--- src/rtl/sd_rx_pkg.sv ---
// Shared definitions for the SD block read receiver.
// Assumes: serial CRC16 with polynomial 0x1021, MSB-first bit order.
package sd_rx_pkg;

    typedef enum logic [2:0] {
        RX_IDLE,
        RX_HUNT,
        RX_DATA,
        RX_CRC,
        RX_END
    } rx_state_t;

    localparam logic [15:0] CRC_POLY = 16'h1021;

    // One serial CRC16 step for a single incoming bit.
    function automatic logic [15:0] crc_step(input logic [15:0] cur, input logic din);
        crc_step = {cur[14:0], 1'b0} ^ ((cur[15] ^ din) ? CRC_POLY : 16'h0000);
    endfunction

endpackage

--- src/rtl/sd_rx_crc16.sv ---
// Serial CRC16 accumulator over the data bits of one block.
// Assumes: clr and en are never high together; clr marks the start bit.
module sd_rx_crc16
    import sd_rx_pkg::*;
(
    input  logic        clk,
    input  logic        rst_n,
    input  logic        clr,
    input  logic        en,
    input  logic        din,
    output logic [15:0] crc_out
);

    // Accumulate one data bit per enabled cycle, restart at each start bit.
    always_ff @(posedge clk) begin
        if (!rst_n || clr) begin
            crc_out <= 16'h0000;
        end else if (en) begin
            crc_out <= crc_step(crc_out, din);
        end
    end

endmodule

--- src/rtl/sd_rx_bytepack.sv ---
// Collects data bits into bytes and holds each byte for the consumer.
// Assumes: the consumer takes each byte before the next one is complete.
module sd_rx_bytepack #(
    parameter int BYTE_W = 8
) (
    input  logic              clk,
    input  logic              rst_n,
    input  logic              shift_en,
    input  logic              byte_end,
    input  logic              din,
    input  logic              out_ready,
    output logic [BYTE_W-1:0] out_data,
    output logic              out_valid
);

    logic [BYTE_W-2:0] shreg;

    // Shift the serial data bits in, MSB first.
    always_ff @(posedge clk) begin
        if (!rst_n) begin
            shreg <= '0;
        end else if (shift_en) begin
            shreg <= {shreg[BYTE_W-3:0], din};
        end
    end

    // Load a finished byte into the output register and hold it until it is taken.
    always_ff @(posedge clk) begin
        if (!rst_n) begin
            out_data  <= '0;
            out_valid <= 1'b0;
        end else if (byte_end) begin
            out_data  <= {shreg, din};
            out_valid <= 1'b1;
        end else if (out_ready) begin
            out_valid <= 1'b0;
        end
    end

    assert_hold_byte_R3: assert property (@(posedge clk) disable iff (!rst_n)
        (out_valid && !out_ready) |=> (out_valid && $stable(out_data)));

    assert_no_overwrite_R3: assert property (@(posedge clk) disable iff (!rst_n)
        !(byte_end && out_valid && !out_ready));

endmodule

--- src/rtl/sd_rx_ctrl.sv ---
// Frame sequencer: start-bit hunt with timeout, data and check-bit counting,
// closing-bit test, per-block status and the two-clock stop tail.
// Assumes: blk_len and timeout_lim are stable while not idle; timeout_lim > 0.
module sd_rx_ctrl
    import sd_rx_pkg::*;
#(
    parameter int LEN_W       = 12,
    parameter int TO_W        = 16,
    parameter int DEF_BLK_LEN = 512
) (
    input  logic             clk,
    input  logic             rst_n,
    input  logic             rd_start,
    input  logic             multi_blk,
    input  logic             stop_issued,
    input  logic             dat_in,
    input  logic [LEN_W-1:0] blk_len,
    input  logic [TO_W-1:0]  timeout_lim,
    input  logic [15:0]      crc_calc,
    output logic             crc_clr,
    output logic             data_en,
    output logic             byte_end,
    output logic             block_done,
    output logic             crc_ok,
    output logic             crc_err,
    output logic             framing_err,
    output logic             rd_timeout
);

    localparam int CNT_W = LEN_W + 3;

    rx_state_t        state, state_n;
    logic [CNT_W-1:0] bit_cnt, cnt_n;
    logic [TO_W-1:0]  to_cnt, to_n;
    logic [15:0]      rx_crc, rx_crc_n;
    logic [1:0]       stop_cnt;
    logic [CNT_W-1:0] len_bits;
    logic             done_n, ok_n, cerr_n, ferr_n, tmo_n;

    // Block length in bits, with zero selecting the default length.
    assign len_bits = {((blk_len == '0) ? LEN_W'(DEF_BLK_LEN) : blk_len), 3'b000};

    // Strobes for the CRC and byte datapaths.
    assign crc_clr  = (state == RX_HUNT) && !dat_in;
    assign data_en  = (state == RX_DATA);
    assign byte_end = (state == RX_DATA) && (bit_cnt[2:0] == 3'd7);

    // Next-state and status decisions for the current DAT sample.
    always_comb begin
        state_n  = state;
        cnt_n    = bit_cnt;
        to_n     = to_cnt;
        rx_crc_n = rx_crc;
        done_n   = 1'b0;
        ok_n     = 1'b0;
        cerr_n   = 1'b0;
        ferr_n   = 1'b0;
        tmo_n    = 1'b0;
        case (state)
            RX_IDLE: begin
                if (rd_start) begin
                    state_n = RX_HUNT;
                    to_n    = '0;
                end
            end
            RX_HUNT: begin
                if (!dat_in) begin
                    state_n = RX_DATA;
                    cnt_n   = '0;
                end else if (to_cnt == timeout_lim - TO_W'(1)) begin
                    tmo_n   = 1'b1;
                    state_n = RX_IDLE;
                end else begin
                    to_n = to_cnt + TO_W'(1);
                end
            end
            RX_DATA: begin
                if (bit_cnt == len_bits - CNT_W'(1)) begin
                    state_n = RX_CRC;
                    cnt_n   = '0;
                end else begin
                    cnt_n = bit_cnt + CNT_W'(1);
                end
            end
            RX_CRC: begin
                rx_crc_n = {rx_crc[14:0], dat_in};
                if (bit_cnt == CNT_W'(15)) begin
                    state_n = RX_END;
                end else begin
                    cnt_n = bit_cnt + CNT_W'(1);
                end
            end
            RX_END: begin
                done_n  = 1'b1;
                ok_n    = (rx_crc == crc_calc);
                cerr_n  = (rx_crc != crc_calc);
                ferr_n  = !dat_in;
                state_n = multi_blk ? RX_HUNT : RX_IDLE;
                to_n    = '0;
            end
            default: state_n = RX_IDLE;
        endcase
        if (stop_cnt == 2'd1) begin
            state_n = RX_IDLE;
        end
    end

    // State, counters and one-cycle status pulses.
    always_ff @(posedge clk) begin
        if (!rst_n) begin
            state       <= RX_IDLE;
            bit_cnt     <= '0;
            to_cnt      <= '0;
            rx_crc      <= '0;
            block_done  <= 1'b0;
            crc_ok      <= 1'b0;
            crc_err     <= 1'b0;
            framing_err <= 1'b0;
            rd_timeout  <= 1'b0;
        end else begin
            state       <= state_n;
            bit_cnt     <= cnt_n;
            to_cnt      <= to_n;
            rx_crc      <= rx_crc_n;
            block_done  <= done_n;
            crc_ok      <= ok_n;
            crc_err     <= cerr_n;
            framing_err <= ferr_n;
            rd_timeout  <= tmo_n;
        end
    end

    // Two-clock tail after the stop command's end bit.
    always_ff @(posedge clk) begin
        if (!rst_n) begin
            stop_cnt <= 2'd0;
        end else if (stop_cnt != 2'd0) begin
            stop_cnt <= stop_cnt - 2'd1;
        end else if (stop_issued && (state != RX_IDLE)) begin
            stop_cnt <= 2'd2;
        end
    end

    assert_stop_idle_R10: assert property (@(posedge clk) disable iff (!rst_n)
        (stop_cnt == 2'd1) |=> (state == RX_IDLE));

    assert_timeout_idle_R6: assert property (@(posedge clk) disable iff (!rst_n)
        rd_timeout |-> (state == RX_IDLE));

    assert_hunt_bound_R6: assert property (@(posedge clk) disable iff (!rst_n)
        (state == RX_HUNT) |-> (to_cnt < timeout_lim));

endmodule

--- src/rtl/sd_blk_rx.sv ---
// Top of the SD single-line block read receiver: sequencer, CRC and byte path.
// Assumes: dat_in is already synchronous to clk; inputs obey the notes in the brief.
module sd_blk_rx #(
    parameter int LEN_W       = 12,
    parameter int TO_W        = 16,
    parameter int DEF_BLK_LEN = 512
) (
    input  logic             clk,
    input  logic             rst_n,
    input  logic             rd_start,
    input  logic             multi_blk,
    input  logic             stop_issued,
    input  logic [LEN_W-1:0] blk_len,
    input  logic [TO_W-1:0]  timeout_lim,
    input  logic             dat_in,
    output logic [7:0]       out_data,
    output logic             out_valid,
    input  logic             out_ready,
    output logic             block_done,
    output logic             crc_ok,
    output logic             crc_err,
    output logic             framing_err,
    output logic             rd_timeout
);

    logic        crc_clr, data_en, byte_end;
    logic [15:0] crc_calc;

    sd_rx_ctrl #(
        .LEN_W      (LEN_W),
        .TO_W       (TO_W),
        .DEF_BLK_LEN(DEF_BLK_LEN)
    ) u_ctrl (
        .clk        (clk),
        .rst_n      (rst_n),
        .rd_start   (rd_start),
        .multi_blk  (multi_blk),
        .stop_issued(stop_issued),
        .dat_in     (dat_in),
        .blk_len    (blk_len),
        .timeout_lim(timeout_lim),
        .crc_calc   (crc_calc),
        .crc_clr    (crc_clr),
        .data_en    (data_en),
        .byte_end   (byte_end),
        .block_done (block_done),
        .crc_ok     (crc_ok),
        .crc_err    (crc_err),
        .framing_err(framing_err),
        .rd_timeout (rd_timeout)
    );

    sd_rx_crc16 u_crc (
        .clk    (clk),
        .rst_n  (rst_n),
        .clr    (crc_clr),
        .en     (data_en),
        .din    (dat_in),
        .crc_out(crc_calc)
    );

    sd_rx_bytepack #(.BYTE_W(8)) u_bytes (
        .clk      (clk),
        .rst_n    (rst_n),
        .shift_en (data_en),
        .byte_end (byte_end),
        .din      (dat_in),
        .out_ready(out_ready),
        .out_data (out_data),
        .out_valid(out_valid)
    );

    assert_crc_excl_R11: assert property (@(posedge clk) disable iff (!rst_n)
        $onehot0({crc_ok, crc_err}));

    assert_status_with_done_R11: assert property (@(posedge clk) disable iff (!rst_n)
        (crc_ok || crc_err || framing_err) |-> block_done);

    assert_done_verdict_R4: assert property (@(posedge clk) disable iff (!rst_n)
        block_done |-> (crc_ok ^ crc_err));

    assert_done_not_timeout_R11: assert property (@(posedge clk) disable iff (!rst_n)
        !(block_done && rd_timeout));

endmodule

--- config.mk ---
export PLATFORM = sky130hd
export DESIGN_NAME = sd_blk_rx
export DESIGN_NICKNAME = d
export VERILOG_FILES = /design/src/rtl/sd_rx_pkg.sv /design/src/rtl/sd_rx_crc16.sv /design/src/rtl/sd_rx_bytepack.sv /design/src/rtl/sd_rx_ctrl.sv /design/src/rtl/sd_blk_rx.sv
export SDC_FILE = /design/constraint.sdc
export NUM_CORES = 1
export LEC_CHECK = 0
export BUFFER_PORTS_ARGS = -buffer_cell sky130_fd_sc_hd__buf_2
export CAP_MARGIN = 40
export CORE_MARGIN = 2
export CORE_UTILIZATION = 45
export CTS_CLUSTER_SIZE = 20
export DETAILED_ROUTE_END_ITERATION = 12
export GPL_TIMING_DRIVEN = 0
export PLACE_DENSITY_LB_ADDON = 0.08
export SYNTH_ARGS = -nofsm -noshare
export SYNTH_HDL_FRONTEND = slang
export SYNTH_SLANG_ARGS = --single-unit
export TNS_END_PERCENT = 10
--- constraint.sdc ---
create_clock -name clk -period 3.86 [get_ports clk]
set_clock_uncertainty 0.15 [all_clocks]
set_input_delay 0.193 -clock clk [delete_from_list [all_inputs] [get_ports clk]]
set_output_delay 0.193 -clock clk [all_outputs]
set_load 0.005 [all_outputs]
## After elaboration in Yosys (flattened, before gate mapping)

Cells that the tools add are included.

- Bits in registers: 89
- Output and inout port bits: 14
- Word-level logic and storage cells: 84

- Add/sub/neg operators: 5
- Eq/ne operators: 19
- Mux-type cells: 23
- Bitwise gates (word level): 3
- Reductions and logical operators: 20

Operators with widths:

| kind | number |
|---|---|
| 16-bit 2-to-1 mux | 3 |
| 16-bit one-hot mux with 3 select lines | 1 |
| 15-bit 2-to-1 mux | 3 |
| 15-bit one-hot mux with 3 select lines | 1 |
| 16-bit == test | 2 |
| 16-bit by 1-bit adder with 16-bit output (second input constant) | 1 |
| 16-bit inequality test | 1 |
| 16-bit by 1-bit subtractor with 16-bit output (second input constant) | 1 |
| 16-bit bitwise XOR | 1 |
| 15-bit by 1-bit adder with 15-bit output (second input constant) | 1 |
| 15-bit == test | 1 |
| 15-bit by 4-bit == test with 1-bit output (second input constant) | 1 |
| 3-bit 2-to-1 mux | 5 |
| 3-bit one-hot mux with 5 select lines | 1 |
| 15-bit by 1-bit subtractor with 15-bit output (second input constant) | 1 |
| 13-bit 2-to-1 mux | 1 |
| 12-bit zero test | 1 |
| 12-bit 2-to-1 mux | 1 |
| 2-bit inequality test (second input constant) | 5 |
| 3-bit nonzero test | 3 |
| 4-bit AND reduction | 2 |
| 3-bit by 2-bit == test with 1-bit output (second input constant) | 2 |
| 3-bit == test (second input constant) | 2 |
| 3-bit AND reduction | 2 |
| 16 further kinds | 27 |

## Longest topological paths before layout

- Word-level depth: 6
- Depth in mapped cells: 12

## Hierarchy

Synthesis repeated with hierarchy kept, for this count alone.

- Cell total of the unflattened synthesis: 660
- Area total of the unflattened synthesis: 5,292.6 um2

Modules (own cells, without submodules):

| module | times used | cells each | area each (um2) |
|---|---|---|---|
| sd_rx_ctrl | 1 | 549 | 4,055.1 |
| sd_rx_crc16 | 1 | 60 | 631.9 |
| sd_rx_bytepack | 1 | 51 | 605.6 |

## Worst setup path after synthesis

No wires, ideal clock.

- Kind: input -> register
- Start point: input port blk_len[0]
- End point: register u_ctrl.bit_cnt[1]
- Data arrival time: 2.748 ns
- Setup slack: 0.845 ns
- Cell stages on the path: 9
- Buffers on the path: 0
- Cells stage by stage: inv_1 -> ha_1 -> or3b_2 -> or4_1 -> a2111oi_0 -> o2111ai_1 -> a2111oi_2 -> o21ai_1 -> a32o_1

- Cells in the longest elaborated chain, start to end: 6

Ends and longest elaborated chain:

| what | RTL line | source |
|---|---|---|
| start: declaration | sd_blk_rx.sv:13 | `input logic [LEN_W-1:0] blk_len,` |
| 12-bit zero test | sd_rx_ctrl.sv:41 | `assign len_bits = {((blk_len == '0) ? LEN_W'(DEF_BLK_LEN) : blk_len), 3'b000};` |
| 12-bit 2-to-1 mux * | sd_rx_ctrl.sv:41 |  |
| 15-bit by 1-bit subtractor with 15-bit output * | sd_rx_ctrl.sv:78 | `if (bit_cnt == len_bits - CNT_W'(1)) begin` |
| 15-bit == test * | sd_rx_ctrl.sv:78 |  |
| 15-bit 2-to-1 mux * | sd_rx_ctrl.sv:78 |  |
| 15-bit one-hot mux with 3 select lines * | sd_rx_ctrl.sv:59 | `case (state)` |
| end signal: assignment | sd_rx_ctrl.sv:122 | `bit_cnt <= cnt_n;` |
| end: declaration | sd_rx_ctrl.sv:33 | `logic [CNT_W-1:0] bit_cnt, cnt_n;` |

Mark *: on every way between the ends. The rest lies on a longest branch, timed or not.
A chain may end at the register's enable or synchronous reset.

## Worst setup path in the final report

- Start point: input port blk_len[0]
- End point: register u_ctrl.bit_cnt[9]

The elaborated chain is that of the path after synthesis.

==> flow_summary.yaml <==
final_layout:
  area_of_combinational_cells_with_multiple_inputs_um2: 2940
  finish.utilization: 0.513
  drive_above_1_share: 0.101
  fillerInstances: 1084
  syn2layout_area_growth_pct: 12.3
  finish.net_count: 723
  sequential_cell_area_um2: 1780
  insertedDiodeCount: 0
detailed_routing:
  drt_pre_antenna_iters: 5
  wirelength_um: 11900
  drt_first_iter_violations: 212
  viasPerCell: 5.64
  routed-via-count: 4646
  remaining_drc_errors: 0
  wl_per_cell_um: 14.4
  number_of_antenna_violating_nets_in_the_routed_design: 0
synth:
  synth_edf_count: 0
  synth.most_common_cell: "nand2_1"
  syn_area_um2: 4910
  synth.avg_cell_area_um2: 7.89
  synth_warnings: 0
  netlist_instances: 622
  post_synth_mux_area_share: 0.00204
  synth_top_cells_by_count: "nand2_1, dfxtp_1, a21boi_0, nand3_1"
  synthesized_area_fraction_occupied_by_adder_cells: 0.0229
  post-synth-top-area-cell: "dfxtp_1"
  synth_sequential_area_ratio: 0.363
  synthSimpleGateAreaFrac: 0.288
  area_fraction_of_the_dominant_cell_type_after_synthesis: 0.363
  combinational_family_with_the_most_area_after_synthesis: "simple AND/OR/NAND/NOR gates"
  synth_compound_area_frac: 0.194
  synthArstFlopShare: 0
  synthXorXnorAreaFrac: 0.0910
  synth.lib_cells_used.distinct: 53
  ys_top_cells_by_area: "dfxtp_1, nand2_1, xnor2_1"
  synth_fp_nets: 666
  synth_seq_cells: 89
  synth_flop_cell: "dfxtp_1"
power:
  cellLeakagePower_nw: 2.02
  ir_worst_vdd_uv: 188
  power-per-cell-area_nw_per_um2: 360
run_status:
  result_of_the_run: "complete, no violations"
timing:
  setup_viol: 0
  worstMarginPinSlew_ns: 0.900
  finalCriticalPeriod_ns: 3.49
  timing.fmax_mhz: 286
  worst_hold_margin_ns: 0.0975
  setup_repair_after_global_routing_missed_its_margin: "false"
  timing.final.hold_violations: 0
  fin_crit_sh: 0.904
  final_max_slew_viol_count: 0
  worst_slew_margin_rel: 0.394
critical_path:
  worst-endpoint-required_ns: 3.95
  rrSetupSlack_ns: 0.61
  r2r-end: "u_ctrl.bit_cnt[9]$_SDFFE_PN0P_"
  crit_path_max_fanout: 9
  timing.critical_path.arrival_ns: 3.58
  endpoint_kind: "flop"
  path_type_of_the_worst_setup_path: "primary input to flop"
  worstReg2RegStart: "u_ctrl.bit_cnt[12]$_SDFFE_PN0P_"
  worstSetupStartpointType: "primary input"
  reg2regPathDepth: 9
floorplanning:
  io_count: 49
  die-area_um2: 11800
  row_count: 38
  die_w_um: 108
  start_util: 0.457
  fp.coreArea_um2: 10700
  die-height_um: 108
cts:
  cts.repair.resized: 0
  tritoncts: "yes"
  cts.sinks: 89
  clk_pin_slew_ns: 0.09
  clock_tree.root_cell: "clkbuf_8"
  cts_inserted_buffers: 9
  worstSkewPairLatency_ns: 0.37
  htreeDepth: 3
  cts-root-to-sink-buffers: 2
grt:
  global_route.overflow_total: 0
  initial_antenna_violation_count: 0
  first_global_vias: 4138
  grt_usage: 0.210
  grt_max_degree: 16
  grt_first_pass_wirelength_um: 19900
min_path:
  timing.hold.worst_endpoint: "u_ctrl.state[0]$_SDFFE_PP0P_"
  whs_path_depth: 3
  timing.hold.worst.class: "primary input to flop"
  worst_hold_startpoint: "rst_n"
place:
  numPortBuffers: 45
  detailed_place_hpwl_um: 8850
  gp_congestion: 0.863
flow_run:
  drv_cap: 0
-- cell type report --
class / instances / area share
Buffer: 33 / 0.0234
Clock buffer: 11 / 0.0238
Clock inverter: 5 / 0.0113
Inverter: 17 / 0.0116
Multi-Input combinational cell: 483 / 0.532
Sequential cell: 89 / 0.323
Tap cell: 140 / 0.0318
Timing Repair Buffer: 46 / 0.0427
-- worst max path at each step --
stage	from	endpoint	slack, ns
2_1_floorplan	blk_len[0]	u_ctrl.bit_cnt[1]$_SDFFE_PN0P_	0.84
3_3_place_gp	blk_len[0]	u_ctrl.bit_cnt[8]$_SDFFE_PN0P_	-0.04
3_5_place_dp	blk_len[0]	u_ctrl.bit_cnt[9]$_SDFFE_PN0P_	-0.05
4_1_cts	blk_len[0]	u_ctrl.bit_cnt[9]$_SDFFE_PN0P_	0.34
5_1_grt	blk_len[0]	u_ctrl.bit_cnt[9]$_SDFFE_PN0P_	0.03
6_report	blk_len[0]	u_ctrl.bit_cnt[9]$_SDFFE_PN0P_	0.37
-- registers in the layout (all words and copies together), names as in the netlist --
signal,flops
u_bytes.out_data,8
u_bytes.out_valid,1
u_ctrl.block_done,1
u_ctrl.stop_cnt,2
u_ctrl.framing_err,1
u_crc.crc_out,16
u_ctrl.crc_err,1
u_ctrl.rx_crc,16
u_ctrl.crc_ok,1
u_ctrl.to_cnt,16
u_ctrl.rd_timeout,1
u_ctrl.state,3
u_ctrl.bit_cnt,15
u_bytes.shreg,7
-- cells in the final DEF, fill, tap and decap left out, types with 14 or more instances in the layout --
| cell | n |
|---|---|
| clkbuf_1 | 29 |
| dfxtp_1 | 89 |
| o21ai_0 | 20 |
| nand3_1 | 29 |
| a21boi_0 | 32 |
| and3_1 | 16 |
| or4_1 | 17 |
| nand2_1 | 126 |
| a21oi_1 | 28 |
| nor2_1 | 24 |
| inv_1 | 17 |
| xor2_1 | 23 |
| nor4_1 | 14 |
| buf_2 | 49 |
| xnor2_1 | 28 |
-- report_power, final --
group	internal [mW]	switching (mW)	total, mW
Sequential	0.940	0.0191	0.959
Combinational	0.121	0.253	0.374
Clock	0.305	0.346	0.650
Total	1.37	0.618	1.98
-- metrics by stage --
| stage | setup TNS (ns) | setup WS (ns) | instances | cell area, µm² | total power [mW] |
|---|---|---|---|---|---|
| 2_1_floorplan | 0 | 0.845 | 622 | 4910 | 1.23 |
| 3_3_place_gp | -0.128 | -0.0428 | 807 | 5310 | 1.34 |
| 3_5_place_dp | -0.183 | -0.0453 | 807 | 5310 | 1.35 |
| 4_1_cts | 0 | 0.336 | 824 | 5510 | 1.99 |
| 5_1_grt | 0 | 0.0338 | 824 | 5510 | 2.08 |
| 6_report | 0 | 0.369 | 824 | 5510 | 1.98 |
-- what timing repair did --
action                                  4_1_cts  5_1_grt
setup buffers                                 0        0
hold buffers                                  1        0
endpoints found under the hold margin         1        0
endpoints found under the setup margin        0        0
-- logic make-up after synthesis --
logic type | count (synthesis)
AO/OA/AOI/OAI | 138
XOR/XNOR | 51
adder cells (fa/ha/maj) | 9
buffers and inverters | 50
flip-flops | 89
multiplexers | 1
AND/OR/NAND/NOR | 284
-- critical path: stages --
cell and delay [ns]:
buf_2 0.12, inv_1 0.10, ha_1 0.23, or3b_2 0.50, or4_1 0.49, a2111oi_0 0.54, o2111ai_1 0.20, a2111oi_2 0.40
o21ai_1 0.32, nand2_1 0.34, o21ai_0 0.14
-- routing by layer --
| layer | vias to the layer above | track usage | wire length [µm] |
|---|---|---|---|
| met5 | - | 0 | 0 |
| met4 | 0 | 0.0797 | 238 |
| met3 | 17 | 0.0277 | 535 |
| met2 | 128 | 0.335 | 5450 |
| met1 | 2164 | 0.289 | 5680 |
| li1 | 2337 | - | - |
Power figures use the tool's default switching activity.
